--- config.mk ---
export PLATFORM = sky130hd
export DESIGN_NAME = cla16_2lvl
export DESIGN_NICKNAME = d
export VERILOG_FILES = /design/src/rtl/cla16_2lvl.sv
export SDC_FILE = /design/constraint.sdc
export NUM_CORES = 1
export LEC_CHECK = 0
export ABC_AREA = 1
export BUFFER_PORTS_ARGS = -buffer_cell sky130_fd_sc_hd__buf_2
export CORE_MARGIN = 2
export CORE_UTILIZATION = 35
export DETAILED_ROUTE_END_ITERATION = 10
export GPL_TIMING_DRIVEN = 0
export PLACE_DENSITY = 0.66
export REMOVE_ABC_BUFFERS = 1
export SKIP_LAST_GASP = 1
export SLEW_MARGIN = 20
export SYNTH_ARGS = -nofsm -noshare
export SYNTH_HDL_FRONTEND = slang
export SYNTH_SLANG_ARGS = --single-unit
--- constraint.sdc ---
create_clock -name vclk -period 2.3
set_clock_uncertainty 0.2 [all_clocks]
set_input_delay 0.23 -clock vclk [all_inputs]
set_output_delay 0.23 -clock vclk [all_outputs]
set_load 0.01 [all_outputs]
--- src/rtl/cla16_2lvl.sv ---
module cla16_2lvl (
  input  logic [15:0] a_i,
  input  logic [15:0] b_i,
  input  logic        cin_i,
  output logic [15:0] sum_o,
  output logic        cout_o
);

  // Returns {gen_all, c3, c2, c1}; gen_all excludes the c0 term.
  function automatic logic [3:0] look4(input logic [3:0] p, input logic [3:0] g, input logic c0);
    logic [3:0] r;
    r[0] = g[0] | p[0] & c0;
    r[1] = g[1] | p[1] & g[0] | p[1] & p[0] & c0;
    r[2] = g[2] | p[2] & g[1] | p[2] & p[1] & g[0] | p[2] & p[1] & p[0] & c0;
    r[3] = g[3] | p[3] & g[2] | p[3] & p[2] & g[1] | p[3] & p[2] & p[1] & g[0];
    return r;
  endfunction

  logic [3:0] grp_p;
  logic [3:0] grp_g;
  logic [3:0] slc_c;
  logic [3:0] top_la;

  assign top_la = look4(grp_p, grp_g, cin_i);
  assign slc_c  = {top_la[2:0], cin_i};
  assign cout_o = top_la[3] | (&grp_p & cin_i);

  for (genvar k = 0; k < 4; k++) begin : g_slice
    logic [3:0] p;
    logic [3:0] g;
    logic [3:0] la;
    logic [3:0] cy;

    assign p  = a_i[4*k +: 4] ^ b_i[4*k +: 4];
    assign g  = a_i[4*k +: 4] & b_i[4*k +: 4];
    assign la = look4(p, g, slc_c[k]);
    assign cy = {la[2:0], slc_c[k]};

    assign grp_p[k] = &p;
    assign grp_g[k] = la[3];
    assign sum_o[4*k +: 4] = p ^ cy;
  end

endmodule


## Yosys cells after proc, flatten, opt, wreduce, memory -nomap -nowiden

Index checks and enable logic that the tools add are counted.

- Reduce and logical (&&, ||, !) cells: 5
- Bitwise logic cells: 129

Operators by type and width:

| cell | number |
|---|---|
| $and A1 B1 Y1 | 71 |
| $or A1 B1 Y1 | 46 |
| $xor A4 B4 Y4 | 8 |
| $and A4 B4 Y4 | 4 |
| $reduce_and A16 Y1 | 1 |
| $reduce_and A4 Y1 | 4 |

- Logic and storage cells: 134
- Input port bits: 33
- Register bits: 0

## Longest topological paths before layout

- Depth after elaboration: 12
- Depth in mapped cells: 11

## Worst setup path after synthesis

Ideal clock, no wire load.

- Kind: input to output
- From: input a_i[1]
- To: output sum_o[9]
- Setup slack: 0.176 ns
- Required time: 1.870 ns
- Data arrival time: 1.694 ns
- Stages: 8
- Cell sequence: ha_1 -> or2_0 -> nand3b_1 -> nand2_2 -> nand2_1 -> nand2_2 -> fa_1 -> xor2_1

- Longest elaborated chain between the ends: 10
- Elaborated cells on any way between the ends: 16
- Those cells by class: bitwise (15); reduce/logical (1)

Ends and longest elaborated chain:

| what | RTL line | text |
|---|---|---|
| start, declared | 2 | `input logic [15:0] a_i,` |
| $and A4 B4 Y4 / $xor A4 B4 Y4 (equally long branches) | 35, 34 |  |
| $and A1 B1 Y1 | 15 | `r[3] = g[3] \| p[3] & g[2] \| p[3] & p[2] & g[1] \| p[3] & p[2] & p[1] & g[0];` |
| $or A1 B1 Y1 / $and A1 B1 Y1 (equally long branches) | 15 |  |
| $or A1 B1 Y1 | 15 |  |
| $and A1 B1 Y1 | 13 | `r[1] = g[1] \| p[1] & g[0] \| p[1] & p[0] & c0;` |
| $or A1 B1 Y1 | 13 |  |
| $or A1 B1 Y1 * | 13 |  |
| $and A1 B1 Y1 * | 12 | `r[0] = g[0] \| p[0] & c0;` |
| $or A1 B1 Y1 * | 12 |  |
| $xor A4 B4 Y4 * | 41 | `assign sum_o[4*k +: 4] = p ^ cy;` |
| end, declared | 5 | `output logic [15:0] sum_o,` |

Mark *: on every way between the ends. The rest lies on a longest branch, timed or not.

## Worst setup path after layout

- From: input b_i[1]
- To: output sum_o[8]

- Longest elaborated chain between the ends: 8
- Elaborated cells on any way between the ends: 14
- Those cells by class: bitwise (13); reduce/logical (1)

Ends and longest elaborated chain:

| what | RTL line | text |
|---|---|---|
| start, declared | 3 | `input logic [15:0] b_i,` |
| $and A4 B4 Y4 / $xor A4 B4 Y4 (equally long branches) | 35, 34 |  |
| $and A1 B1 Y1 | 15 |  |
| $or A1 B1 Y1 / $and A1 B1 Y1 (equally long branches) | 15 |  |
| $or A1 B1 Y1 | 15 |  |
| $and A1 B1 Y1 | 13 |  |
| $or A1 B1 Y1 | 13 |  |
| $or A1 B1 Y1 * | 13 |  |
| $xor A4 B4 Y4 * | 41 |  |

Marks and branches as above.

==> impl_metrics.env <==
export IMPL_tightestPinTransition_ps=373
export IMPL_grt_max_degree=7
export IMPL_diodes=0
export IMPL_first_pass_iters=4
export IMPL_synth_seq_area_share_pct=0
export IMPL_arrival_ps=1790
export IMPL_antenna_found_initial=0
export IMPL_gp_congestion=0.716
export IMPL_clkbuf_count=0
export IMPL_max_cap_violations=0
export IMPL_drive_gt1_share_pct=44.9
export IMPL_required_ps=1870
export IMPL_instances_no_fill=204
export IMPL_hold_viol_final=0
export IMPL_crit_fanout=4
export IMPL_synthCells=122
export IMPL_grt_pass1_wl_um=3460
export IMPL_die_area_sq_mm=0.00261
export IMPL_drt_wl_total_um=2200
export IMPL_synth_cell_types=22
export IMPL_fin_ws_ps=80.6
export IMPL_finalNetCount=231
export IMPL_finalCriticalPeriod_ps=2220
export IMPL_core_sq_mm=0.00215
export IMPL_dp_cells=200
export IMPL_slew_headroom_pct=75.1
export IMPL_pre_cts_slack_ps=-111
export IMPL_via_per_inst=4.72
export IMPL_end_kind="primary output"
export IMPL_grt_overflow_total=0
export IMPL_synth_top_cell_by_area="ha_1"
export IMPL_tns_ps=0
export IMPL_ys_warn_count=0
export IMPL_power_density_mw_per_mm2=296
export IMPL_rows=17
export IMPL_register_area_sq_um=0
export IMPL_hold_buffers=0
export IMPL_synth_avg_cell_area_sq_um=6.37
export IMPL_worstSetupPathType="in2out"
export IMPL_synth_area_sq_um=777
export IMPL_grt_usage_pct=16.5
export IMPL_die_h_um=51.1
export IMPL_hp_class="in2out"
export IMPL_routedWlPerCell_um=10.8
export IMPL_start_kind="input pin"
export IMPL_max_freq_mhz=451
export IMPL_nFlopsAndLatches=0
export IMPL_yosysTopAreaCellShare_pct=25.8
export IMPL_drtIter0Drc=9
export IMPL_synthTopCellsByArea="ha_1 26%, nand2_1 18%, fa_1 10%"
export IMPL_area_growth_pct=57.0
export IMPL_peakVddDrop_mv=0.160
export IMPL_min_period_over_period_pct=96.5
export IMPL_ant_nets=0
export IMPL_io_buffers=50
export IMPL_dpl_hpwl_um=1810
export IMPL_dieWidth_um=51.1
export IMPL_num_vias=962
export IMPL_status="complete, no violations"
export IMPL_first_global_vias=878
export IMPL_p_leak_nw=0.705
export IMPL_setup_viol=0
export IMPL_rsz0062_at_grt="yes"
export IMPL_start_util_pct=36.2
export IMPL_num_io_pins=50
export IMPL_slew_viol_final=0
export IMPL_drc=0
export IMPL_fillers=225
export IMPL_worst_hold_slack_ps=663
[report_power, final]
group | internal [mW] | switching, mW
Sequential | 0 | 0
Clock | 0 | 0
Combinational | 0.171 | 0.190
[metrics by stage]
stage / utilization [%] / instance area [sq um] / total power, mW
floorplan: - / 777 / 0.202
global placement: 49.4 / 1060 / 0.304
detailed placement: 49.4 / 1060 / 0.315
CTS: 52.9 / 1140 / 0.336
global route: 56.8 / 1220 / 0.404
finish: 56.8 / 1220 / 0.361
[kinds of logic (layout without fill, tap and decap cells)]
logic type / count (synthesis) / count (layout) / synth area share (%)
AO/OA/AOI/OAI: 13 / 13 / 10.5
XOR/XNOR: 7 / 7 / 7.89
AND/OR/NAND/NOR: 62 / 62 / 35.9
adder cells (fa/ha/maj): 20 / 20 / 36.1
buffers and inverters: 20 / 74 / 9.66
[worst max-delay path: stages]
cell      delay (ps)
buf_2            120
ha_4             230
or2_1            220
nand3b_1         100
nand2_2           90
nand2_1           80
nand2_2           80
fa_2             520
buf_2            120
[layout by cell type, fill, tap and decap left out]
cell type	synthesis	routed
buf_2	0	50
nand2_1	37	34
inv_1	20	20
nand2_2	6	8
ha_4	0	8
ha_1	16	8
nand3_1	7	7
xor2_1	5	5
nor2_1	4	4
a21oi_1	6	4
buf_4	0	4
fa_2	0	3
nor2_2	2	2
a21oi_2	0	2
xnor2_1	2	2
a21o_1	2	2
a31oi_1	2	2
or2_1	0	1
nand3b_1	1	1
o21bai_1	1	1
and2_2	1	1
and2_1	1	1
nand2_4	0	1
a221oi_1	1	1
and3_1	1	1
a211oi_1	1	1
nand4_1	1	1
fa_1	4	1
[layout make-up]
class	count	area (sq um)	area share [%]
inverters	20	75.1	6.15
multi-input cells	102	830	68.0
well taps	28	35.0	2.87
repair buffers	54	280	23.0
[final timing paths]
| kind | startpoint | to | slack, ps | cells after the start |
|---|---|---|---|---|
| max | b_i[1] | sum_o[8] | 80 | 9 |
| min | b_i[12] | sum_o[12] | 660 | 3 |
[per-layer routing]
metal	wire length [um]	share of wire, %	GRT usage (%)
met5	0	0	0
met4	0	0	0
met3	94	4.3	0.292
met2	1290	59	36.8
met1	814	37	17.3
[synthesized netlist by cell type]
master    number
and2_2         1
nand4_1        1
nor2_1         4
and3_1         1
inv_1         20
nand3_1        7
nor2_2         2
a211oi_1       1
nand3b_1       1
fa_1           4
ha_1          16
a221oi_1       1
a21oi_1        6
a21o_1         2
o21bai_1       1
or2_0          1
xnor2_1        2
a31oi_1        2
and2_1         1
xor2_1         5
nand2_2        6
nand2_1       37
[timing repair]
action	4_1_cts	5_1_grt
gates cloned	0	0
buffers inserted	1	3
resized for setup	7	12
pin swaps	0	10
endpoints found under the setup margin	4	5
(Power assumes the default switching activity.)
